File: src/rtl/i2c_rb_pkg.sv
package i2c_rb_pkg;
  localparam int unsigned SUB_AZ_BIT = 6;
  localparam int unsigned SUB_T_BIT  = 5;
  localparam int unsigned SUB_AI_BIT = 4;

  typedef enum logic [3:0] {
    ST_IDLE,
    ST_ADDR,
    ST_ADDR_ACK,
    ST_SUB,
    ST_SUB_ACK,
    ST_WDATA,
    ST_WDATA_ACK,
    ST_RDATA,
    ST_RACK
  } bus_state_e;
endpackage

File: src/rtl/i2c_rb_filter.sv
module i2c_rb_filter #(
  parameter int unsigned FILT_LEN = 3
) (
  input  logic clk_i,
  input  logic rst_ni,
  input  logic d_i,
  output logic q_o
);
  localparam int unsigned CW = $clog2(FILT_LEN + 1);

  logic [1:0]    sync_q;
  logic [CW-1:0] cnt_q;

  always_ff @(posedge clk_i or negedge rst_ni) begin
    if (!rst_ni) begin
      sync_q <= 2'b11;
      cnt_q  <= '0;
      q_o    <= 1'b1;
    end else begin
      sync_q <= {sync_q[0], d_i};
      if (sync_q[1] != q_o) begin
        if (cnt_q == CW'(FILT_LEN - 1)) begin
          q_o   <= sync_q[1];
          cnt_q <= '0;
        end else begin
          cnt_q <= cnt_q + 1'b1;
        end
      end else begin
        cnt_q <= '0;
      end
    end
  end
endmodule

File: src/rtl/i2c_rb_engine.sv
module i2c_rb_engine
  import i2c_rb_pkg::*;
#(
  parameter int unsigned NUM_REGS = 16,
  parameter logic [6:0]  DEV_ADDR = 7'b1000110,
  localparam int unsigned IDX_W   = $clog2(NUM_REGS)
) (
  input  logic             clk_i,
  input  logic             rst_ni,
  input  logic             scl_rise_i,
  input  logic             scl_fall_i,
  input  logic             start_i,
  input  logic             stop_i,
  input  logic             sda_i,
  input  logic [7:0]       status_i,
  output logic             sda_oe_o,
  output logic             wr_en_o,
  output logic [IDX_W-1:0] wr_idx_o,
  output logic [7:0]       wr_data_o,
  output logic             wr_az_keep_o,
  output logic             t_flag_o
);
  bus_state_e       st_q;
  logic [3:0]       cnt_q;
  logic [7:0]       sh_q, tx_q, dat_q;
  logic [IDX_W-1:0] idx_q;
  logic             rd_q, ai_q, az_q, nack_q;

  always_ff @(posedge clk_i or negedge rst_ni) begin
    if (!rst_ni) begin
      st_q <= ST_IDLE;  cnt_q <= '0;  sh_q <= '0;  tx_q <= '0;  dat_q <= '0;
      idx_q <= '0;  rd_q <= 1'b0;  ai_q <= 1'b0;  az_q <= 1'b0;  nack_q <= 1'b0;
      sda_oe_o <= 1'b0;  wr_en_o <= 1'b0;  wr_idx_o <= '0;  wr_data_o <= '0;
      wr_az_keep_o <= 1'b0;  t_flag_o <= 1'b0;
    end else begin
      wr_en_o <= 1'b0;
      if (stop_i) begin
        st_q     <= ST_IDLE;
        sda_oe_o <= 1'b0;
      end else if (start_i) begin
        st_q     <= ST_ADDR;
        cnt_q    <= '0;
        sda_oe_o <= 1'b0;
      end else begin
        unique case (st_q)
          ST_ADDR, ST_SUB, ST_WDATA: begin
            if (scl_rise_i && cnt_q < 4'd8) begin
              sh_q  <= {sh_q[6:0], sda_i};
              cnt_q <= cnt_q + 1'b1;
            end else if (scl_fall_i && cnt_q == 4'd8) begin
              if (st_q == ST_ADDR) begin
                if (sh_q[7:1] == DEV_ADDR) begin
                  sda_oe_o <= 1'b1;
                  rd_q     <= sh_q[0];
                  st_q     <= ST_ADDR_ACK;
                end else begin
                  st_q <= ST_IDLE;  // ignore bus until next start
                end
              end else if (st_q == ST_SUB) begin
                sda_oe_o <= 1'b1;
                az_q     <= sh_q[SUB_AZ_BIT];
                t_flag_o <= sh_q[SUB_T_BIT];
                ai_q     <= sh_q[SUB_AI_BIT];
                idx_q    <= sh_q[IDX_W-1:0];
                st_q     <= ST_SUB_ACK;
              end else begin
                sda_oe_o <= 1'b1;
                dat_q    <= sh_q;
                st_q     <= ST_WDATA_ACK;
              end
            end
          end
          ST_ADDR_ACK: if (scl_fall_i) begin
            cnt_q <= '0;
            if (rd_q) begin
              tx_q     <= status_i;
              sda_oe_o <= ~status_i[7];
              st_q     <= ST_RDATA;
            end else begin
              sda_oe_o <= 1'b0;
              st_q     <= ST_SUB;
            end
          end
          ST_SUB_ACK: if (scl_fall_i) begin
            sda_oe_o <= 1'b0;
            cnt_q    <= '0;
            st_q     <= ST_WDATA;
          end
          ST_WDATA_ACK: if (scl_fall_i) begin
            sda_oe_o     <= 1'b0;
            cnt_q        <= '0;
            wr_en_o      <= 1'b1;
            wr_idx_o     <= idx_q;
            wr_data_o    <= dat_q;
            wr_az_keep_o <= az_q;
            if (ai_q) idx_q <= idx_q + 1'b1;  // wraps at NUM_REGS
            st_q         <= ST_WDATA;
          end
          ST_RDATA: if (scl_fall_i) begin
            if (cnt_q == 4'd7) begin
              sda_oe_o <= 1'b0;
              cnt_q    <= '0;
              st_q     <= ST_RACK;
            end else begin
              tx_q     <= {tx_q[6:0], 1'b0};
              sda_oe_o <= ~tx_q[6];
              cnt_q    <= cnt_q + 1'b1;
            end
          end
          ST_RACK: begin
            if (scl_rise_i) nack_q <= sda_i;
            if (scl_fall_i) begin
              if (nack_q) begin
                st_q <= ST_IDLE;
              end else begin
                tx_q     <= status_i;
                sda_oe_o <= ~status_i[7];
                cnt_q    <= '0;
                st_q     <= ST_RDATA;
              end
            end
          end
          default: ;
        endcase
      end
    end
  end
endmodule

File: src/rtl/i2c_rb_regfile.sv
module i2c_rb_regfile #(
  parameter int unsigned NUM_REGS = 16,
  parameter int unsigned DATA_W   = 8,
  localparam int unsigned IDX_W   = $clog2(NUM_REGS),
  localparam int unsigned TEST_IDX = NUM_REGS - 1
) (
  input  logic                       clk_i,
  input  logic                       rst_ni,
  input  logic                       wr_en_i,
  input  logic [IDX_W-1:0]           wr_idx_i,
  input  logic [DATA_W-1:0]          wr_data_i,
  input  logic                       wr_az_keep_i,
  input  logic                       t_flag_i,
  output logic [NUM_REGS*DATA_W-1:0] regs_o,
  output logic [NUM_REGS-1:0]        wr_stb_o,
  output logic                       autozero_o,
  output logic                       test_mode_o
);
  for (genvar k = 0; k < NUM_REGS; k++) begin : g_reg
    logic [DATA_W-1:0] q;
    logic              hit;
    assign hit = wr_en_i && (wr_idx_i == IDX_W'(k));
    always_ff @(posedge clk_i or negedge rst_ni) begin
      if (!rst_ni) begin
        q           <= '0;
        wr_stb_o[k] <= 1'b0;
      end else begin
        wr_stb_o[k] <= hit;
        if (hit) q <= wr_data_i;
      end
    end
    assign regs_o[k*DATA_W +: DATA_W] = q;
  end

  always_ff @(posedge clk_i or negedge rst_ni) begin
    if (!rst_ni) autozero_o <= 1'b0;
    else         autozero_o <= wr_en_i && (wr_idx_i == '0) && !wr_az_keep_i;
  end

  assign test_mode_o = t_flag_i & regs_o[TEST_IDX*DATA_W];
endmodule

File: src/rtl/i2c_rb_slave.sv
module i2c_rb_slave #(
  parameter int unsigned NUM_REGS = 16,
  parameter int unsigned FILT_LEN = 3,
  parameter logic [6:0]  DEV_ADDR = 7'b1000110,
  localparam int unsigned DATA_W  = 8,
  localparam int unsigned IDX_W   = $clog2(NUM_REGS)
) (
  input  logic                       clk_i,
  input  logic                       rst_ni,
  input  logic                       scl_i,
  input  logic                       sda_i,
  output logic                       sda_oe_o,
  input  logic                       stereo_i,
  input  logic                       softmute_i,
  output logic [NUM_REGS*DATA_W-1:0] regs_o,
  output logic [NUM_REGS-1:0]        wr_stb_o,
  output logic                       autozero_o,
  output logic                       test_mode_o
);
  logic scl_f, sda_f, scl_d, sda_d;
  logic scl_rise, scl_fall, start_c, stop_c;
  logic wr_en, wr_az_keep, t_flag;
  logic [IDX_W-1:0]  wr_idx;
  logic [DATA_W-1:0] wr_data;
  logic [7:0]        status;

  i2c_rb_filter #(.FILT_LEN(FILT_LEN)) i_filt_scl (
    .clk_i(clk_i), .rst_ni(rst_ni), .d_i(scl_i), .q_o(scl_f));
  i2c_rb_filter #(.FILT_LEN(FILT_LEN)) i_filt_sda (
    .clk_i(clk_i), .rst_ni(rst_ni), .d_i(sda_i), .q_o(sda_f));

  always_ff @(posedge clk_i or negedge rst_ni) begin
    if (!rst_ni) begin
      scl_d <= 1'b1;
      sda_d <= 1'b1;
    end else begin
      scl_d <= scl_f;
      sda_d <= sda_f;
    end
  end

  assign scl_rise = scl_f & ~scl_d;
  assign scl_fall = ~scl_f & scl_d;
  // bus conditions only while SCL is steadily high
  assign start_c  = scl_f & scl_d & sda_d & ~sda_f;
  assign stop_c   = scl_f & scl_d & ~sda_d & sda_f;
  assign status   = {4'b0000, stereo_i, softmute_i, 2'b00};

  i2c_rb_engine #(.NUM_REGS(NUM_REGS), .DEV_ADDR(DEV_ADDR)) i_engine (
    .clk_i        (clk_i),
    .rst_ni       (rst_ni),
    .scl_rise_i   (scl_rise),
    .scl_fall_i   (scl_fall),
    .start_i      (start_c),
    .stop_i       (stop_c),
    .sda_i        (sda_f),
    .status_i     (status),
    .sda_oe_o     (sda_oe_o),
    .wr_en_o      (wr_en),
    .wr_idx_o     (wr_idx),
    .wr_data_o    (wr_data),
    .wr_az_keep_o (wr_az_keep),
    .t_flag_o     (t_flag)
  );

  i2c_rb_regfile #(.NUM_REGS(NUM_REGS), .DATA_W(DATA_W)) i_regfile (
    .clk_i        (clk_i),
    .rst_ni       (rst_ni),
    .wr_en_i      (wr_en),
    .wr_idx_i     (wr_idx),
    .wr_data_i    (wr_data),
    .wr_az_keep_i (wr_az_keep),
    .t_flag_i     (t_flag),
    .regs_o       (regs_o),
    .wr_stb_o     (wr_stb_o),
    .autozero_o   (autozero_o),
    .test_mode_o  (test_mode_o)
  );
endmodule

File: config.mk
export PLATFORM = sky130hd
export DESIGN_NAME = i2c_rb_slave
export DESIGN_NICKNAME = d
export VERILOG_FILES = /design/src/rtl/i2c_rb_pkg.sv /design/src/rtl/i2c_rb_filter.sv /design/src/rtl/i2c_rb_engine.sv /design/src/rtl/i2c_rb_regfile.sv /design/src/rtl/i2c_rb_slave.sv
export SDC_FILE = /design/constraint.sdc
export NUM_CORES = 1
export LEC_CHECK = 0
export BUFFER_PORTS_ARGS = -buffer_cell sky130_fd_sc_hd__buf_2
export CORE_ASPECT_RATIO = 1.1
export CORE_MARGIN = 1
export CORE_UTILIZATION = 39
export DETAILED_ROUTE_END_ITERATION = 6
export GPL_ROUTABILITY_DRIVEN = 1
export SLEW_MARGIN = 20
export SYNTH_ARGS = -nofsm -noshare
export SYNTH_HDL_FRONTEND = slang
export SYNTH_SLANG_ARGS = --single-unit
File: constraint.sdc
create_clock -name clk_i -period 5.4 [get_ports clk_i]
set_clock_uncertainty 0.2 [all_clocks]
set_input_delay 0.27 -clock clk_i [delete_from_list [all_inputs] [get_ports clk_i]]
set_output_delay 0.27 -clock clk_i [all_outputs]
set_load 0.05 [all_outputs]
* After elaboration in Yosys (flattened, before gate mapping)
Cells that the tools add are included.
Word-level totals: flip-flop bits (word level) 212, bits of input ports 6, output and inout port bits 147
Cells by class: $add $sub $neg 4, order comparisons 1, equal/unequal tests 56, mux-type cells 59, bitwise operators 18, reductions and logical operators 41
Operator list (count):
- 4-bit 2-to-1 mux | 23
- 7-bit 2-to-1 mux | 6
- 4-bit == test (second input constant) | 10
- 4-bit by 3-bit == test with 1-bit output (second input constant) | 9
- 7-bit AND reduction | 4
- 9-bit AND reduction | 3
- 4-bit by 1-bit inequality test with 1-bit output (second input constant) | 6
- 7-bit case mux with 3 select lines | 1
- 4-bit case mux with 5 select lines | 1
- 1-bit logical AND | 19
- 1-bit 2-to-1 mux | 17
- 4-bit by 2-bit == test with 1-bit output (second input constant) | 4
- 2-bit by 1-bit inequality test with 1-bit output (second input constant) | 8
- 4-bit case mux with 4 select lines | 1
- 2-bit 2-to-1 mux | 6
- 3-bit by 1-bit inequality test with 1-bit output (second input constant) | 4
- 4-bit AND reduction | 3
- 1-bit inverter | 10
- 4-bit by 1-bit adder with 4-bit output (second input constant) | 2
- 1-bit AND | 8
- 4-bit by 1-bit == test with 1-bit output (second input constant) | 2
- 2-bit inequality test (second input constant) | 4
- 4-bit by 2-bit inequality test with 1-bit output (second input constant) | 2
- 4-bit case mux with 2 select lines | 1
- 19 further kinds | 25

* Depth between registers and ports, before layout
Gate-level depths: netlist of run 1.
word-level depth 8, gate-level depth with buffers 7, gate-level depth less buffers 7

* Cells and area by module
From an unflattened synthesis of run 1, not the netlist that was laid out.
Second synthesis, totals: cells, all modules 599, area, all modules 8633.3 um^2
Modules (own cells, without submodules):
- i2c_rb_regfile | times used 1, cells each 318, area an instance 5342.6 um^2, seq. area each 3628.5 um^2
- i2c_rb_engine | times used 1, cells each 254, area an instance 2844.0 um^2, seq. area each 1376.3 um^2
- i2c_rb_filter | times used 2, cells each 10, area an instance 178.9 um^2, seq. area each 128.9 um^2
- i2c_rb_slave | times used 1, cells each 7, area an instance 88.8 um^2, seq. area each 52.6 um^2

* Worst setup path before layout of run 1
OpenSTA, ideal clock, no wires.
path type register -> register, start point reg i_filt_scl.q_o, end point reg i_engine.cnt_q[2], setup time 0.120 ns, data arrival time 1.826 ns, data required time 5.080 ns, path slack 3.254 ns, cell stages (with the launch flop) 8, buffers on the path 2, period minus slack after synthesis 2.146 ns, cells stage by stage dfstp_2 -> buf_6 -> or3b_1 -> a211o_1 -> buf_6 -> a21boi_4 -> o21bai_1 -> a31o_1
Between the ends: longest elaborated chain between the ends 5, elaborated cells on any way between the ends 18, those cells by class eq/ne (5); mux (1); bitwise (9); reduce/logical (3)
RTL lines:
- from (decl) | line i2c_rb_filter.sv:7 | output logic q_o
- from (signal assigned) | line i2c_rb_filter.sv:23 | q_o <= sync_q[1];
- 1-bit AND | line i2c_rb_slave.sv:45, i2c_rb_slave.sv:46
- 1-bit AND (on tied branches) (2 in series) | line i2c_rb_slave.sv:45, i2c_rb_slave.sv:46
- 3-bit by 1-bit inequality test with 1-bit output (no line), or another cell as far along
- 7-bit AND reduction (no line)
- to (signal assigned) | line i2c_rb_engine.sv:49 | cnt_q <= cnt_q + 1'b1;
- to (signal assigned) | line i2c_rb_engine.sv:107 | cnt_q <= cnt_q + 1'b1;
- to (decl) | line i2c_rb_engine.sv:24 | logic [3:0] cnt_q;
Several ways; a longest one is shown, not always the timed one. A chain may end at the register's enable or synchronous reset.

* Final worst setup path of run 1
start point reg i_engine.st_q[2], end point reg i_engine.wr_data_o[7]
Between the ends: longest elaborated chain between the ends 2
RTL lines:
- from (decl) | line i2c_rb_engine.sv:23 | bus_state_e st_q;
- from (signal assigned) | line i2c_rb_engine.sv:31 | st_q <= ST_IDLE; cnt_q <= '0; sh_q <= '0; tx_q <= '0; dat_q <= '0;
- from (signal assigned) | line i2c_rb_engine.sv:38 | st_q <= ST_IDLE;
- from (signal assigned) | line i2c_rb_engine.sv:41 | st_q <= ST_ADDR;
- 4-bit by 3-bit == test with 1-bit output | line i2c_rb_engine.sv:45 | unique case (st_q)
- 4-bit AND reduction (no line)
- to (signal assigned) | line i2c_rb_engine.sv:94 | wr_data_o <= dat_q;
- to (decl) | line i2c_rb_engine.sv:19 | output logic [7:0] wr_data_o,
No other way between the ends.

==> flow_metrics.tcl, run 1 <==
set metrics [dict create \
    synth_nets 695 \
    cp_slowest_stage_delay_ns 0.77 \
    num_vias 5636 \
    dieArea_sq_mm 0.02213 \
    fp.dieH_microns 155.9 \
    critPathMaxFanout 22 \
    regArea_sq_mm 0.005265 \
    nFillCells 1916 \
    dp_hpwl_microns 12600 \
    core.rowCount 55 \
    finalMaxSlewViolations 0 \
    ys_warn_count 0 \
    p_sw_uw 766.0 \
    cp.buffers_inverters 0 \
    routed_wl_microns 19150 \
    max_cap_violations 0 \
    power.leakage_nw 5.549 \
    cts_tree "built" \
    r2r_start "i_engine.st_q[2]" \
    worstSetupPathType "register to register" \
    area_delta_synth_final_pct 21.19 \
    whs_ns 0.1544 \
    max_freq_mhz 386.3 \
    cp-end-kind "register" \
    reg2reg_slack_ns 2.81 \
    rsz0062_at_grt "false" \
    clkPwrFrac_pct 43.9 \
    boundaryPins 153 \
    synth_flop_cell "dfrtp_1" \
    overflow 0 \
    port_buffers 152 \
    core_sq_mm 0.02085 \
    min_path_type "register to register" \
    firstDrtPassIters 4 \
    viasPerCell 4.940 \
    gp_routability_congestion 0.8507 \
    seq_area_frac_synth_pct 62.68 \
    worst_r2r_endpoint "i_engine.wr_data_o[7]" \
    drive_gt1_share_pct 37.62 \
    worstPathCellList "and2b_1 -> and2_0 -> nand2_1 -> mux2_2" \
    outcome "finished clean" \
    synthesis.area_sq_mm 0.008401 \
    power.total_mw 3.369 \
    h-tree-depth 1 \
    power_density_mw_per_mm2 330.9 \
    hold-path-cell-count 0 \
    setup_tns_ns 0 \
    fin_nets 851 \
    tightest_slew_ns 0.9471 \
    start_util_pct 40.29 \
    ant_nets 0 \
    cp.required_ns 5.57 \
    diodes 0 \
    clk_latency_ns 0.49 \
    min_period_ns 2.589 \
    die_width_microns 141.9 \
    p_comb_share_pct 5.9 \
    min_from "i_filt_sda.sync_q[0]" \
    crit_slowest_cell "dfrtp_1" \
    ir_drop_v 0.0001900 \
    hold_end "i_filt_sda.sync_q[1]" \
    grt_max_degree 126 \
    intPower_mw 2.603 \
    switching_share_pct 22.74 \
    pwr-share-seq_pct 50.2 \
    fin_crit_sh_pct 47.94 \
    grt_pass1_vias 5587 \
    arrival_ns 2.76 \
    hold_viol_final 0 \
    drcViolationCount 0 \
    cts_root_buf "clkbuf_16" \
    clockBufferDepth 3 \
    synth_top_area_cell "dfrtp_1" \
    cts_setup_buffers 0 \
    hold_buffers 5 \
    grt_use_total_pct 17.75 \
    drt-initial-drc-count 331 \
    synth_seq_cells 210 \
    synth_edf_count 0 \
    multi_input_area_sq_mm 0.002945 \
    worstSetupStartpointType "register" \
    critical_path.top_delay_family "simple AND/OR/NAND/NOR gates" \
    layout_commonest_cell "dfrtp_1" \
    cts_sinks 210 \
    cts_made_buffers 22 \
    cts.repair.resized 0 \
    avgSynthCellArea_sq_um 12.25 \
    synth_top_cell_area_share_pct 60.17 \
    clkTransAtPathRegs_ns 0.06 \
    final_cell_mix "dfrtp_1 (202), nand2_1 (170), buf_2 (151)" \
    antenna_found_initial 0 \
    synth_area_leaders "dfrtp_1 (60%), mux2_2 (16%), nand2_1 (7.6%)" \
    syn_inst 686 \
    ys_types 57 \
    r2r.worst_path.cells 4 \
    relSlewSlack_pct 36.63 \
    postSynth.asyncResetShare_pct 100.0 \
    setup_viol 0 \
    wl_per_cell_microns 16.78 \
    utilization_pct 48.83 \
    grt_pass1_wl_microns 30770 \
]
==> cells in the mapped netlist, types with 5 or more instances <==
cell / n
nand3_1: 11
dfstp_2: 8
nand2b_1: 7
nand3b_1: 5
or3_1: 5
nor2b_1: 8
clkinv_1: 5
clkbuf_1: 15
nor2_1: 18
nand2_1: 170
inv_1: 11
mux2_2: 118
o21ai_0: 9
buf_2: 8
a21oi_1: 17
dfrtp_1: 202
==> logic make-up (layout without fill, tap and decap cells) <==
logic type | after synthesis | count (layout) | synth area share [%]
compound gates | 48 | 48 | 3.932
xor+xnor | 3 | 3 | 0.3128
fa+ha+maj | 3 | 3 | 0.4469
buf+inv | 43 | 213 | 2.264
flops | 210 | 210 | 62.68
mux | 122 | 122 | 16.29
simple gates | 257 | 257 | 14.08
==> worst max path at each step <==
stage | from | end | slack (ns) | cells after the start
after floorplan | i_filt_scl.q_o | i_engine.cnt_q[2] | 3.25 | 7
after global placement | i_engine.st_q[2] | i_engine.wr_data_o[7] | 2.91 | 4
after detailed placement | i_engine.st_q[2] | i_engine.wr_data_o[7] | 2.85 | 4
after CTS | i_engine.st_q[2] | i_engine.wr_data_o[7] | 2.84 | 4
after global routing | i_engine.st_q[2] | i_engine.wr_idx_o[0] | 2.65 | 4
final | i_engine.st_q[2] | i_engine.wr_data_o[7] | 2.81 | 4
==> through the flow <==
stage	area, sq um	std cells	setup WS, ns
CTS	10180	1141	2.837
global route	10180	1141	2.649
finish	10180	1141	2.811
detailed placement	9420	1098	2.851
global placement	9420	1098	2.914
floorplan	8401	686	3.254
==> final cells by class <==
type                            instances  area share [%]
Multi-Input combinational cell        433           28.93
Timing Repair Buffer                  158           8.246
Inverter                               17          0.6268
Clock buffer                           35           6.587
Tap cell                              285           3.503
Sequential cell                       210           51.71
Clock inverter                          3          0.3933
==> per-layer routing <==
metal	part of all wire [%]	global-route usage [%]	routed length (microns)	vias up
met5	0	0	0	-
met4	2.1	5.376	398	0
met3	4.6	3.008	881	23
met2	50	30.07	9527	149
met1	44	23.29	8343	2835
li1	-	-	-	2629
==> power groups by stage <==
stage / Combinational [mW] / Clock [mW] / Sequential [mW]
global placement: 0.196 / 0 / 1.72
detailed placement: 0.198 / 0 / 1.72
finish: 0.199 / 1.48 / 1.69
global route: 0.226 / 1.59 / 1.70
CTS: 0.201 / 1.52 / 1.69
floorplan: 0.171 / 0 / 1.68
==> registers in the layout, summed over array words and instances, names as in the netlist, 4 cells and up <==
register and count:
i_engine.cnt_q 4, i_engine.dat_q 8, i_engine.idx_q 4, i_engine.sh_q 8
i_engine.st_q 4, i_engine.tx_q 5, i_engine.wr_data_o 8, i_engine.wr_idx_o 4
i_regfile.g.q 128, i_regfile.wr_stb_o 16
(Power assumes the default switching activity.)
==> inputs of run 2 (changes only) <==
clock period = 2.25 ns   (was 5.4 ns; I/O delays follow)
==> flow_metrics.tcl, run 2 (same netlist as run 1, synthesis figures left out) <==
set metrics [dict create \
    cp-end-kind "register" \
    switching_share_pct 23.37 \
    top_regs "i_regfile.g.q: 128 flops, i_regfile.wr_stb_o: 16 flops" \
    fin_area_sq_mm 0.01052 \
    gp_routability_congestion 0.8796 \
    outcome "finished clean" \
    placed_area_sq_mm 0.009723 \
    clockBufferDepth 3 \
    die_width_microns 141.9 \
    worstSetupStartpointType "register" \
    cts_made_buffers 23 \
    r2r.worst_path.cells 7 \
    finalMaxSlewViolations 0 \
    diodes 0 \
    fin_nets 892 \
    h-tree-depth 1 \
    arrival_ns 2.36 \
    core.rowCount 55 \
    min_period_ns 2.156 \
    relSlewSlack_pct 42.17 \
    final_cell_mix "dfrtp_1 (199), nand2_1 (170), buf_2 (151)" \
    p_comb_share_pct 7.8 \
    drt-initial-drc-count 182 \
    regMostFlops "i_regfile.g.q" \
    drive_gt1_share_pct 41.14 \
    nFillCells 1893 \
    tightest_slew_ns 0.8675 \
    largest_reg_flops 128 \
    boundaryPins 153 \
    ant_nets 0 \
    worstSetupPathType "register to register" \
    regArea_sq_mm 0.005269 \
    cp.required_ns 2.46 \
    dp_hpwl_microns 13360 \
    clk_latency_ns 0.51 \
    pwr-share-seq_pct 49.0 \
    wl_per_cell_microns 16.52 \
    power.leakage_nw 5.756 \
    port_buffers 152 \
    setup_viol 0 \
    hold_viol_final 0 \
    clkTransAtPathRegs_ns 0.06 \
    grt_pass1_wl_microns 31440 \
    max_freq_mhz 463.8 \
    dieArea_sq_mm 0.02213 \
    grt_use_total_pct 18.07 \
    min_path_type "input pin to async pin" \
    intPower_mw 6.302 \
    cts_tree "built" \
    fp.dieH_microns 155.9 \
    num_vias 5773 \
    layout_commonest_cell "dfrtp_1" \
    firstDrtPassIters 4 \
    multi_input_area_sq_mm 0.002957 \
    grt_max_degree 82 \
    drcViolationCount 0 \
    grt_pass1_vias 5728 \
    ir_drop_v 0.0004261 \
    power_density_mw_per_mm2 781.4 \
    whs_ns 0.01519 \
    critPathMaxFanout 5 \
    overflow 0 \
    cts_sinks 210 \
    start_util_pct 40.29 \
    viasPerCell 4.884 \
    power.total_mw 8.224 \
    fin_crit_sh_pct 95.82 \
    cts_root_buf "clkbuf_16" \
    core_sq_mm 0.02085 \
    p_sw_mw 1.922 \
    max_cap_violations 0 \
    antenna_found_initial 0 \
    clkPwrFrac_pct 43.2 \
    area_delta_synth_final_pct 25.28 \
    routed_wl_microns 19520 \
]
==> run 2: changes by cell type in the layout (fill, tap and decap cells not counted) <==
cell	previous run	this run
clkbuf_8	6	4
clkinv_4	0	1
a211oi_2	1	2
buf_12	1	3
a31oi_2	0	1
inv_6	0	2
clkinvlp_4	0	1
a31oi_1	4	3
a211oi_1	2	1
clkbuf_1	7	6
buf_4	0	38
dfrtp_2	0	3
dfrtp_1	202	199
==> run 2: through the flow <==
step,setup WS [ns],std cells,TNS (ns),utilization [%]
floorplan,0.1039,686,0,-
global placement,-0.007522,1135,-0.007522,46.63
detailed placement,-0.03404,1135,-0.03404,46.63
CTS,0.001232,1179,0,50.30
global route,-0.01567,1182,-0.01596,50.47
finish,0.09413,1182,0,50.47
==> run 2: timing repair <==
action	CTS	global route
resized for setup	1	4
hold endpoints to repair	208	0
hold buffers	5	0
setup endpoints to repair	1	7
buffers inserted	0	3
pin swaps	0	1
==> run 2: path summary, 6_finish.rpt <==
check                           slack (ns)                    end            startpoint
min in group clk_i                    0.05   i_filt_scl.sync_q[0]                 scl_i
worst max register to register        0.09      i_engine.sda_oe_o     i_engine.cnt_q[0]
worst min-delay path                  0.02  i_regfile.wr_stb_o[5]                rst_ni
worst min register to register        0.15   i_filt_scl.sync_q[1]  i_filt_scl.sync_q[0]
worst max-delay path                  0.09      i_engine.sda_oe_o     i_engine.cnt_q[0]
max in group asynchronous             1.06                  scl_d                rst_ni
==> run 2: metal layers <==
layer / up-vias / GRT usage (%) / part of all wire (%)
li1: 2730 / - / -
met1: 2855 / 23.55 / 44
met2: 151 / 30.35 / 49
met3: 37 / 3.346 / 5.5
met4: 0 / 5.991 / 2.4
met5: - / 0 / 0
==> run 2: area by class of cell <==
type	instances	area share, %
repair buffers	198	11.07
clock buffers	32	6.075
multi-input cells	433	28.09
inverters	17	0.6064
clock inverters	7	0.7015
flip-flops and latches	210	50.07
well taps	285	3.388
==> run 2: critical path, stage by stage (launching register included) <==
cell and delay [ns]:
dfrtp_1 0.41, inv_1 0.09, ha_1 0.14, and3b_1 0.23
a221oi_1 0.11, o31ai_2 0.37, a21bo_2 0.27, a221oi_1 0.24
==> run 2: power by group through the flow <==
stage / sequential [mW] / combinational [mW] / clock (mW)
floorplan: 4.04 / 0.409 / 0
global placement: 4.09 / 0.592 / 0
detailed placement: 4.10 / 0.596 / 0
CTS: 4.03 / 0.603 / 3.66
global route: 4.05 / 0.710 / 3.82
finish: 4.03 / 0.639 / 3.55
